<file path="config.mk">
export PLATFORM = sky130hd
export DESIGN_NAME = cmdring_fetch
export DESIGN_NICKNAME = d
export VERILOG_FILES = /design/src/rtl/cmdring_pkg.sv /design/src/rtl/cmdring_regs.sv /design/src/rtl/cmdring_fetcher.sv /design/src/rtl/cmdring_fetch.sv
export SDC_FILE = /design/constraint.sdc
export NUM_CORES = 1
export LEC_CHECK = 0
export ABC_AREA = 0
export BUFFER_PORTS_ARGS = -buffer_cell sky130_fd_sc_hd__buf_2
export CORE_ASPECT_RATIO = 1.75
export CORE_MARGIN = 5
export CORE_UTILIZATION = 25
export CTS_CLUSTER_DIAMETER = 40
export DETAILED_ROUTE_END_ITERATION = 16
export PLACE_DENSITY_LB_ADDON = 0.2
export SYNTH_ARGS = -nofsm -noshare
export SYNTH_HDL_FRONTEND = slang
export SYNTH_HIERARCHICAL = 1
export SYNTH_SLANG_ARGS = --single-unit
</file>
<file path="constraint.sdc">
create_clock -name clk -period 6.33 [get_ports clk]
set_input_delay 0.3165 -clock clk [delete_from_list [all_inputs] [get_ports clk]]
set_output_delay 0.3165 -clock clk [all_outputs]
set_load 0.05 [all_outputs]
</file>
<file path="src/rtl/cmdring_pkg.sv">
// Package: shared constants, types and helpers for the command ring fetch engine.
// Assumes pointers never exceed 8 bits (largest ring is 256 entries).
package cmdring_pkg;
    localparam int PTR_W = 8;

    localparam logic [2:0] A_CTRL  = 3'd0;
    localparam logic [2:0] A_SIZE  = 3'd1;
    localparam logic [2:0] A_BLO   = 3'd2;
    localparam logic [2:0] A_BHI   = 3'd3;
    localparam logic [2:0] A_RPTR  = 3'd4;
    localparam logic [2:0] A_WPTR  = 3'd5;

    typedef enum logic [1:0] {ST_IDLE, ST_REQ, ST_WAIT, ST_OUT} fetch_st_t;

    // Pointer mask for a size select code.
    function automatic logic [PTR_W-1:0] size_mask(input logic [1:0] sel);
        case (sel)
            2'd0:    size_mask = 8'h01;
            2'd1:    size_mask = 8'h0F;
            default: size_mask = 8'hFF;
        endcase
    endfunction

    // True when the capability mask allows a select code.
    function automatic logic cap_has(input logic [2:0] cap, input logic [1:0] sel);
        case (sel)
            2'd0:    cap_has = cap[0];
            2'd1:    cap_has = cap[1];
            2'd2:    cap_has = cap[2];
            default: cap_has = 1'b0;
        endcase
    endfunction

    // Largest size allowed by the capability mask.
    function automatic logic [1:0] pick_size(input logic [2:0] cap);
        if (cap[2])      pick_size = 2'd2;
        else if (cap[1]) pick_size = 2'd1;
        else             pick_size = 2'd0;
    endfunction
endpackage

</file>
<file path="src/rtl/cmdring_regs.sv">
// Register file: run control, size select, base address, pointers and the
// read-pointer reset bit. Assumes a single write port and combinational reads.
module cmdring_regs
    import cmdring_pkg::*;
#(
    parameter int         ADDR_W   = 64,
    parameter logic [2:0] CAP_MASK = 3'b111,
    parameter bit         ADDR64   = 1'b1
) (
    input  logic              clk,
    input  logic              rst_n,
    input  logic              reg_we,
    input  logic [2:0]        reg_addr,
    input  logic [31:0]       reg_wdata,
    output logic [31:0]       reg_rdata,
    input  logic              adv,
    input  logic [PTR_W-1:0]  adv_idx,
    output logic              run_o,
    output logic              hold_o,
    output logic [PTR_W-1:0]  rp_o,
    output logic [PTR_W-1:0]  wp_o,
    output logic [PTR_W-1:0]  mask_o,
    output logic [ADDR_W-1:0] base_o
);
    localparam int HI_W = ADDR_W - 32;

    logic              run_q, rst_q;
    logic [1:0]        sel_q;
    logic [24:0]       blo_q;
    logic [HI_W-1:0]   bhi_q;
    logic [PTR_W-1:0]  rp_q, wp_q;

    logic wr_ctrl, wr_size, wr_blo, wr_bhi, wr_rptr, wr_wptr, rp_clr;
    assign wr_ctrl = reg_we && reg_addr == A_CTRL;
    assign wr_size = reg_we && reg_addr == A_SIZE;
    assign wr_blo  = reg_we && reg_addr == A_BLO;
    assign wr_bhi  = reg_we && reg_addr == A_BHI;
    assign wr_rptr = reg_we && reg_addr == A_RPTR;
    assign wr_wptr = reg_we && reg_addr == A_WPTR;
    assign rp_clr  = wr_rptr && reg_wdata[15];

    // Run bit and read-pointer reset bit.
    always_ff @(posedge clk) begin
        if (!rst_n) begin
            run_q <= 1'b0;
            rst_q <= 1'b0;
        end else begin
            if (wr_ctrl) run_q <= reg_wdata[0];
            if (wr_rptr) rst_q <= reg_wdata[15];
        end
    end

    // Size select and low base; frozen while running.
    always_ff @(posedge clk) begin
        if (!rst_n) begin
            sel_q <= pick_size(CAP_MASK);
            blo_q <= '0;
        end else if (!run_q) begin
            if (wr_size && cap_has(CAP_MASK, reg_wdata[1:0])) sel_q <= reg_wdata[1:0];
            if (wr_blo) blo_q <= reg_wdata[31:7];
        end
    end

    generate
        if (ADDR64) begin : g_hi
            // Upper base bits, stored only while stopped.
            always_ff @(posedge clk) begin
                if (!rst_n)                bhi_q <= '0;
                else if (!run_q && wr_bhi) bhi_q <= reg_wdata[HI_W-1:0];
            end
        end else begin : g_nohi
            assign bhi_q = '0;
        end
    endgenerate

    // Read and write pointers.
    always_ff @(posedge clk) begin
        if (!rst_n) begin
            rp_q <= '0;
            wp_q <= '0;
        end else begin
            if (rp_clr)   rp_q <= '0;
            else if (adv) rp_q <= adv_idx;
            if (wr_wptr)  wp_q <= reg_wdata[PTR_W-1:0] & size_mask(sel_q);
        end
    end

    // Register read mux.
    always_comb begin
        case (reg_addr)
            A_CTRL:  reg_rdata = {31'd0, run_q};
            A_SIZE:  reg_rdata = {25'd0, CAP_MASK, 2'd0, sel_q};
            A_BLO:   reg_rdata = {blo_q, 7'd0};
            A_BHI:   reg_rdata = 32'(bhi_q);
            A_RPTR:  reg_rdata = {16'd0, rst_q, 7'd0, rp_q};
            A_WPTR:  reg_rdata = {24'd0, wp_q};
            default: reg_rdata = 32'd0;
        endcase
    end

    assign run_o  = run_q;
    assign hold_o = rst_q;
    assign rp_o   = rp_q;
    assign wp_o   = wp_q;
    assign mask_o = size_mask(sel_q);
    assign base_o = {bhi_q, blo_q, 7'd0};

    // read pointer moves only on an accept or a pointer reset.
    p_rp_hold_r6: assert property (@(posedge clk) disable iff (!rst_n)
        (!adv && !rp_clr) |=> $stable(rp_q));
    // the select always names a supported size.
    p_sel_supported_r2: assert property (@(posedge clk) disable iff (!rst_n)
        cap_has(CAP_MASK, sel_q));
    // configuration frozen while running.
    p_cfg_frozen_r3: assert property (@(posedge clk) disable iff (!rst_n)
        run_q |=> $stable(sel_q) && $stable(base_o));
    // reset bit reads back with a cleared pointer.
    p_rst_readback_r8: assert property (@(posedge clk) disable iff (!rst_n)
        rp_clr |=> rst_q && rp_q == '0);
endmodule

</file>
<file path="src/rtl/cmdring_fetcher.sv">
// Fetch sequencer: one outstanding read at a time; issues a request for the
// slot after the read pointer, captures the word, holds it on the command
// output until accepted, then reports the new pointer value.
module cmdring_fetcher
    import cmdring_pkg::*;
#(
    parameter int ADDR_W = 64
) (
    input  logic              clk,
    input  logic              rst_n,
    input  logic              run,
    input  logic              hold,
    input  logic [PTR_W-1:0]  rp,
    input  logic [PTR_W-1:0]  wp,
    input  logic [PTR_W-1:0]  mask,
    input  logic [ADDR_W-1:0] base,
    output logic              mem_req,
    input  logic              mem_req_ready,
    output logic [ADDR_W-1:0] mem_addr,
    input  logic              mem_rvalid,
    input  logic [31:0]       mem_rdata,
    output logic              cmd_valid,
    input  logic              cmd_ready,
    output logic [31:0]       cmd_data,
    output logic              adv,
    output logic [PTR_W-1:0]  adv_idx
);
    fetch_st_t         st_q;
    logic [PTR_W-1:0]  idx_q, nxt;
    logic [ADDR_W-1:0] addr_q;
    logic [31:0]       data_q;
    logic              pending;

    assign nxt     = (rp + 1'b1) & mask;
    assign pending = (rp & mask) != (wp & mask);

    // State machine and captured request/response.
    always_ff @(posedge clk) begin
        if (!rst_n) begin
            st_q   <= ST_IDLE;
            idx_q  <= '0;
            addr_q <= '0;
            data_q <= '0;
        end else begin
            case (st_q)
                ST_IDLE: if (run && !hold && pending) begin
                    idx_q  <= nxt;
                    addr_q <= base + {{(ADDR_W-PTR_W-2){1'b0}}, nxt, 2'b00};
                    st_q   <= ST_REQ;
                end
                ST_REQ:  if (mem_req_ready) st_q <= ST_WAIT;
                ST_WAIT: if (mem_rvalid) begin
                    data_q <= mem_rdata;
                    st_q   <= ST_OUT;
                end
                default: if (cmd_ready) st_q <= ST_IDLE;
            endcase
        end
    end

    assign mem_req   = st_q == ST_REQ;
    assign mem_addr  = addr_q;
    assign cmd_valid = st_q == ST_OUT;
    assign cmd_data  = data_q;
    assign adv       = cmd_valid && cmd_ready;
    assign adv_idx   = idx_q;

    // request held with a stable address until taken.
    p_req_hold_r9: assert property (@(posedge clk) disable iff (!rst_n)
        (mem_req && !mem_req_ready) |=> mem_req && $stable(mem_addr));
    // command held stable under back-pressure.
    p_cmd_hold_r6: assert property (@(posedge clk) disable iff (!rst_n)
        (cmd_valid && !cmd_ready) |=> cmd_valid && $stable(cmd_data));
    // a new request only follows a cycle with run set.
    p_start_needs_run_r5: assert property (@(posedge clk) disable iff (!rst_n)
        $rose(mem_req) |-> $past(run));
endmodule

</file>
<file path="src/rtl/cmdring_fetch.sv">
// Top: command ring fetch engine. Joins the register file and the fetch
// sequencer. Assumes the memory returns exactly one response per request.
module cmdring_fetch
    import cmdring_pkg::*;
#(
    parameter int         ADDR_W   = 64,
    parameter logic [2:0] CAP_MASK = 3'b111,
    parameter bit         ADDR64   = 1'b1
) (
    input  logic              clk,
    input  logic              rst_n,
    input  logic              reg_we,
    input  logic [2:0]        reg_addr,
    input  logic [31:0]       reg_wdata,
    output logic [31:0]       reg_rdata,
    output logic              mem_req,
    input  logic              mem_req_ready,
    output logic [ADDR_W-1:0] mem_addr,
    input  logic              mem_rvalid,
    input  logic [31:0]       mem_rdata,
    output logic              cmd_valid,
    input  logic              cmd_ready,
    output logic [31:0]       cmd_data
);
    logic              run, hold, adv;
    logic [PTR_W-1:0]  rp, wp, mask, adv_idx;
    logic [ADDR_W-1:0] base;

    cmdring_regs #(.ADDR_W(ADDR_W), .CAP_MASK(CAP_MASK), .ADDR64(ADDR64)) u_regs (
        .clk(clk), .rst_n(rst_n), .reg_we(reg_we), .reg_addr(reg_addr),
        .reg_wdata(reg_wdata), .reg_rdata(reg_rdata), .adv(adv), .adv_idx(adv_idx),
        .run_o(run), .hold_o(hold), .rp_o(rp), .wp_o(wp), .mask_o(mask), .base_o(base)
    );

    cmdring_fetcher #(.ADDR_W(ADDR_W)) u_fetch (
        .clk(clk), .rst_n(rst_n), .run(run), .hold(hold), .rp(rp), .wp(wp),
        .mask(mask), .base(base), .mem_req(mem_req), .mem_req_ready(mem_req_ready),
        .mem_addr(mem_addr), .mem_rvalid(mem_rvalid), .mem_rdata(mem_rdata),
        .cmd_valid(cmd_valid), .cmd_ready(cmd_ready), .cmd_data(cmd_data),
        .adv(adv), .adv_idx(adv_idx)
    );
endmodule

</file>
==> results.env <==
STATUS='finished, final reports clean'
POSTCTSSETUPREPAIRBUFS=0
DIE_H_UM=266.3
REG2REG_SETUP_SLACK_PS=2850
POWER.STATIC_LEAKAGE_uW=0.004251
SYN_AREA_PER_CELL_SQ_UM=8.307
ROUTED-WL-MET3_UM=1554
WL_MET1_UM=13530
POSTLAYOUTCELLAREA_SQ_UM=11240
GRT_START_MAX_NET_PINS=85
YOSYS-TOP-CELLS-AREA='dfxtp_1 (39%), nand2_1 (8.9%), mux2i_1 (7.8%), a21oi_1 (5.7%), o21ai_0 (3.6%)'
SYNTH_LARGEST_AREA_CELL='dfxtp_1'
FILL_CELLS=4097
FINAL-MAX-SLEW-VIOLATION-COUNT=0
ANTENNA_FOUND_INITIAL=0
POWER-PER-CELL-AREA_nW_PER_UM2=217.6
DETAILED_PLACE_HPWL_UM=26890
CRITICAL_PATH.ENDPOINT_TYPE='register'
CTS_TREE='done'
PERIOD_SHARE_PCT=55.03
WORST_R2R_STARTPOINT='u_regs/rp_o[0]'
POSTSYNTHREGISTERBITS=183
GLOBAL_ROUTE.USAGE.TOTAL_PCT=16.50
CTS.HTREE.LEVELS=4
CORE.ROWCOUNT=94
YOSYS.CELL_TYPES.COUNT=77
FINAL_HOLD_VIOL_COUNT=0
SYNTH-SEQ-AREA-SHARE_PCT=39.03
MOST_NUMEROUS_CELL_IN_THE_YOSYS_NETLIST='nand2_1'
MET2ROUTEDLENGTH_UM=18350
NUM-NETS-FINAL=1367
SYNTHARSTFLOPSHARE_PCT=0
ROUTE.DETAILED.WL_PER_INST_UM=19.92
PLACED_CELLS_INCL_TAPS=1740
COMBINATIONAL_FAMILY_WITH_THE_MOST_AREA_AFTER_SYNTHESIS='simple AND/OR/NAND/NOR gates'
WORST_SLEW_MARGIN_REL_PCT=7.276
EDFF_COUNT_SYNTH=0
WORST_HOLD_PATH.NUM_CELLS=3
FINALSETUPVIOLCOUNT=0
VIA_COUNT=8667
IR_WORST_VDD_mV=0.1225
SYNTH-COMPOUND-AREA-SHARE_PCT=19.42
WORST-ENDPOINT-ARRIVAL_PS=3860
LAYOUT_MIN_CYCLE_TIME_PS=3484
WORST_HOLD_STARTPOINT='mem_rdata[4]'
FINAL_DESIGN_UTILIZATION_PCT=30.06
CRIT_PATH_MAX_FANOUT=12
CLOCK.FMAX_MHz=287.1
CTS_HOLD_BUF=0
SYNTH_TOP_AREA_SHARE_PCT=39.03
POST_PLACEMENT_CELL_AREA_SQ_UM=10660
NUMCLOCKSINKS=183
STARTPOINT_TYPE_OF_THE_WORST_SETUP_PATH='register'
FINAL.SETUP_SKEW_PS=11.99
GRT_SETUP_UNREPAIRED='no'
DIE_AREA_SQ_UM=41670
FINAL_CELLS=1770
SYNTH_TOP_CELLS_BY_COUNT='nand2_1 (223), dfxtp_1 (183), a21oi_1 (106)'
1ST_ITER_DRT_VIOLS=511
WORST_SKEW_PAIR.LATE_LATENCY_PS=450
YOSYS.AREA_SHARE.ADDER_PCT=2.079
DRC_VIOLATION_COUNT_AFTER_ROUTING=0
WORST_SLEW_PIN_SLEW_PS=1382
POST_SYNTH_MUX_AREA_SHARE_PCT=7.905
CAP_VIOLATIONS=0
CLOCK-ROOT-BUFFER='clkbuf_16'
PORT_BUFFERS=202
POST_SYNTH_INSTANCE_AREA_SQ_UM=9387
ROUTED_WL_UM=35270
GRT_PASS1_VIAS=8488
SYNTHFLOPTYPE='dfxtp_1'
SYNTHESIS.INSTANCES=1130
GRT_REMAINING_OVERFLOW=0
INITIAL_STANDARD_CELL_UTILIZATION_OF_THE_CORE_PCT=25.10
ROUTED.TOP_LAYER='met4'
R2R.WORST_PATH.CELLS=10
FIRSTDRTPASSITERS=5
CRIT-REG2REG-CAPTURE='u_fetch/mem_addr[47]'
NUM_IO_PINS=203
MAXIMUM_CLOCK_PATH_BUFFER_COUNT=2
VIA_DENSITY_PER_INSTANCE=4.897
SIMPLE_GATE_PORTION_OF_THE_SYNTHESIZED_AREA_PCT=20.83
HOLD_PATH.CLASS='primary input to register'
FINAL.SETUP.TNS_PS=0
WORST-ENDPOINT-REQUIRED_PS=6700
GP_CONGESTION=0.9234
INSERTEDDIODECOUNT=0
AREA.GROWTH.SYNTH_TO_FINAL_PCT=19.78
YOSYS.AREA_SHARE.XOR_XNOR_PCT=5.039
MIN_TO='u_fetch/cmd_data[4]'
ANTENNA_VIOLATING_NETS_POST_ROUTE=0
CTS_CLK_PIN_SLEW_WORST_PATHS_PS=70
POST_ROUTE_CELLS_DRIVE_ABOVE_1_SHARE_PCT=20.70
CTS_MADE_BUFFERS=17
CORE_AREA_SQ_UM=37400
GRT_PASS1_WL_UM=52180
CTS.REPAIR.RESIZED=0
OVERALL_DIE_WIDTH_UM=156.5
YS_WARN_COUNT=6
WORSTSETUPPATHTYPE='register to register'
report_power, final:
part | internal [uW] | switching, uW
Sequential | 1160 | 22.7
Clock | 620 | 484
Combinational | 51.9 | 105
metal layers:
metal / track usage (%) / up-vias
li1: - / 4299
met1: 18.01 / 4057
met2: 29.80 / 244
met3: 3.023 / 67
met4: 8.803 / 0
met5: 0 / -
through the flow:
| step | worst slack, ps | hold slack [ps] | power (uW) |
|---|---|---|---|
| after global placement | 2938 | 439.2 | 1370 |
| after global routing | 2569 | 89.03 | 2535 |
| after floorplan | 3376 | 436.0 | 1308 |
| after CTS | 2822 | 69.61 | 2488 |
| after detailed placement | 2852 | 444.4 | 1370 |
| final | 2846 | 99.48 | 2446 |
logic make-up (layout without fill, tap and decap cells):
| group | after synthesis | after routing |
|---|---|---|
| AND/OR/NAND/NOR | 400 | 400 |
| adder cells (fa/ha/maj) | 15 | 15 |
| multiplexers | 74 | 74 |
| AO/OA/AOI/OAI | 291 | 291 |
| flip-flops | 183 | 183 |
| XOR/XNOR | 54 | 54 |
| buffers and inverters | 111 | 265 |
| other | 2 | 8 |
flip-flops by register name (all words and copies together), names as in the netlist:
signal            count
u_regs/bhi_q         32
u_regs/rp_o           8
u_fetch/mem_addr     64
u_regs/blo_q         25
u_fetch/st_q          2
u_regs/run_o          1
u_regs/sel_q          2
u_fetch/adv_idx       8
u_fetch/cmd_data     32
u_regs/wp_o           8
u_regs/hold_o         1
layout make-up:
class,count,area (sq um),share of cell area (%)
Multi-Input combinational cell,842,5233,46.54
Sequential cell,183,3664,32.58
Timing Repair Buffer,209,1066,9.481
Tap cell,480,600.6,5.342
Clock buffer,19,432.9,3.850
Clock inverter,11,150.1,1.335
Inverter,26,97.59,0.8680
worst max-delay path by stage:
stage                               from                   end  slack (ps)
after floorplan           u_regs/rp_o[0]  u_fetch/mem_addr[37]        3380
after global placement    u_regs/rp_o[0]  u_fetch/mem_addr[55]        2940
after detailed placement  u_regs/rp_o[0]  u_fetch/mem_addr[47]        2850
after CTS                 u_regs/rp_o[0]  u_fetch/mem_addr[47]        2820
after global routing      u_regs/rp_o[0]  u_fetch/mem_addr[47]        2570
final                     u_regs/rp_o[0]  u_fetch/mem_addr[47]        2850
worst max-delay path: stages, from the launching register on:
cell and delay (ps):
dfxtp_1 450, ha_1 280, nand3_1 110, xnor2_1 140, and2_1 180, ha_1 380
a21o_1 180, a21o_1 390, o2111ai_1 490, or4_1 640, a31oi_1 160
layout by cell type, fill, tap and decap left out, types with 4 or more instances in the layout:
cell	instances
nand2_1	223
buf_2	201
dfxtp_1	183
a21oi_1	105
mux2i_1	73
o21ai_0	68
xnor2_1	35
nand3_1	34
nor2_1	28
a22o_1	26
inv_1	25
xor2_1	19
clkbuf_16	17
nand4_1	17
a31oi_1	16
and3_1	14
ha_1	14
nor3_1	12
a211oi_1	12
and2_1	10
o31ai_1	10
a2111oi_0	9
or4_1	9
buf_4	8
nor2b_1	8
o2111ai_1	8
conb_1	8
or3_1	6
a22oi_1	5
o22ai_1	5
a21o_1	4
nor4_1	4
a2111oi_1	4
No activity file was read; power rests on OpenSTA's default activity.
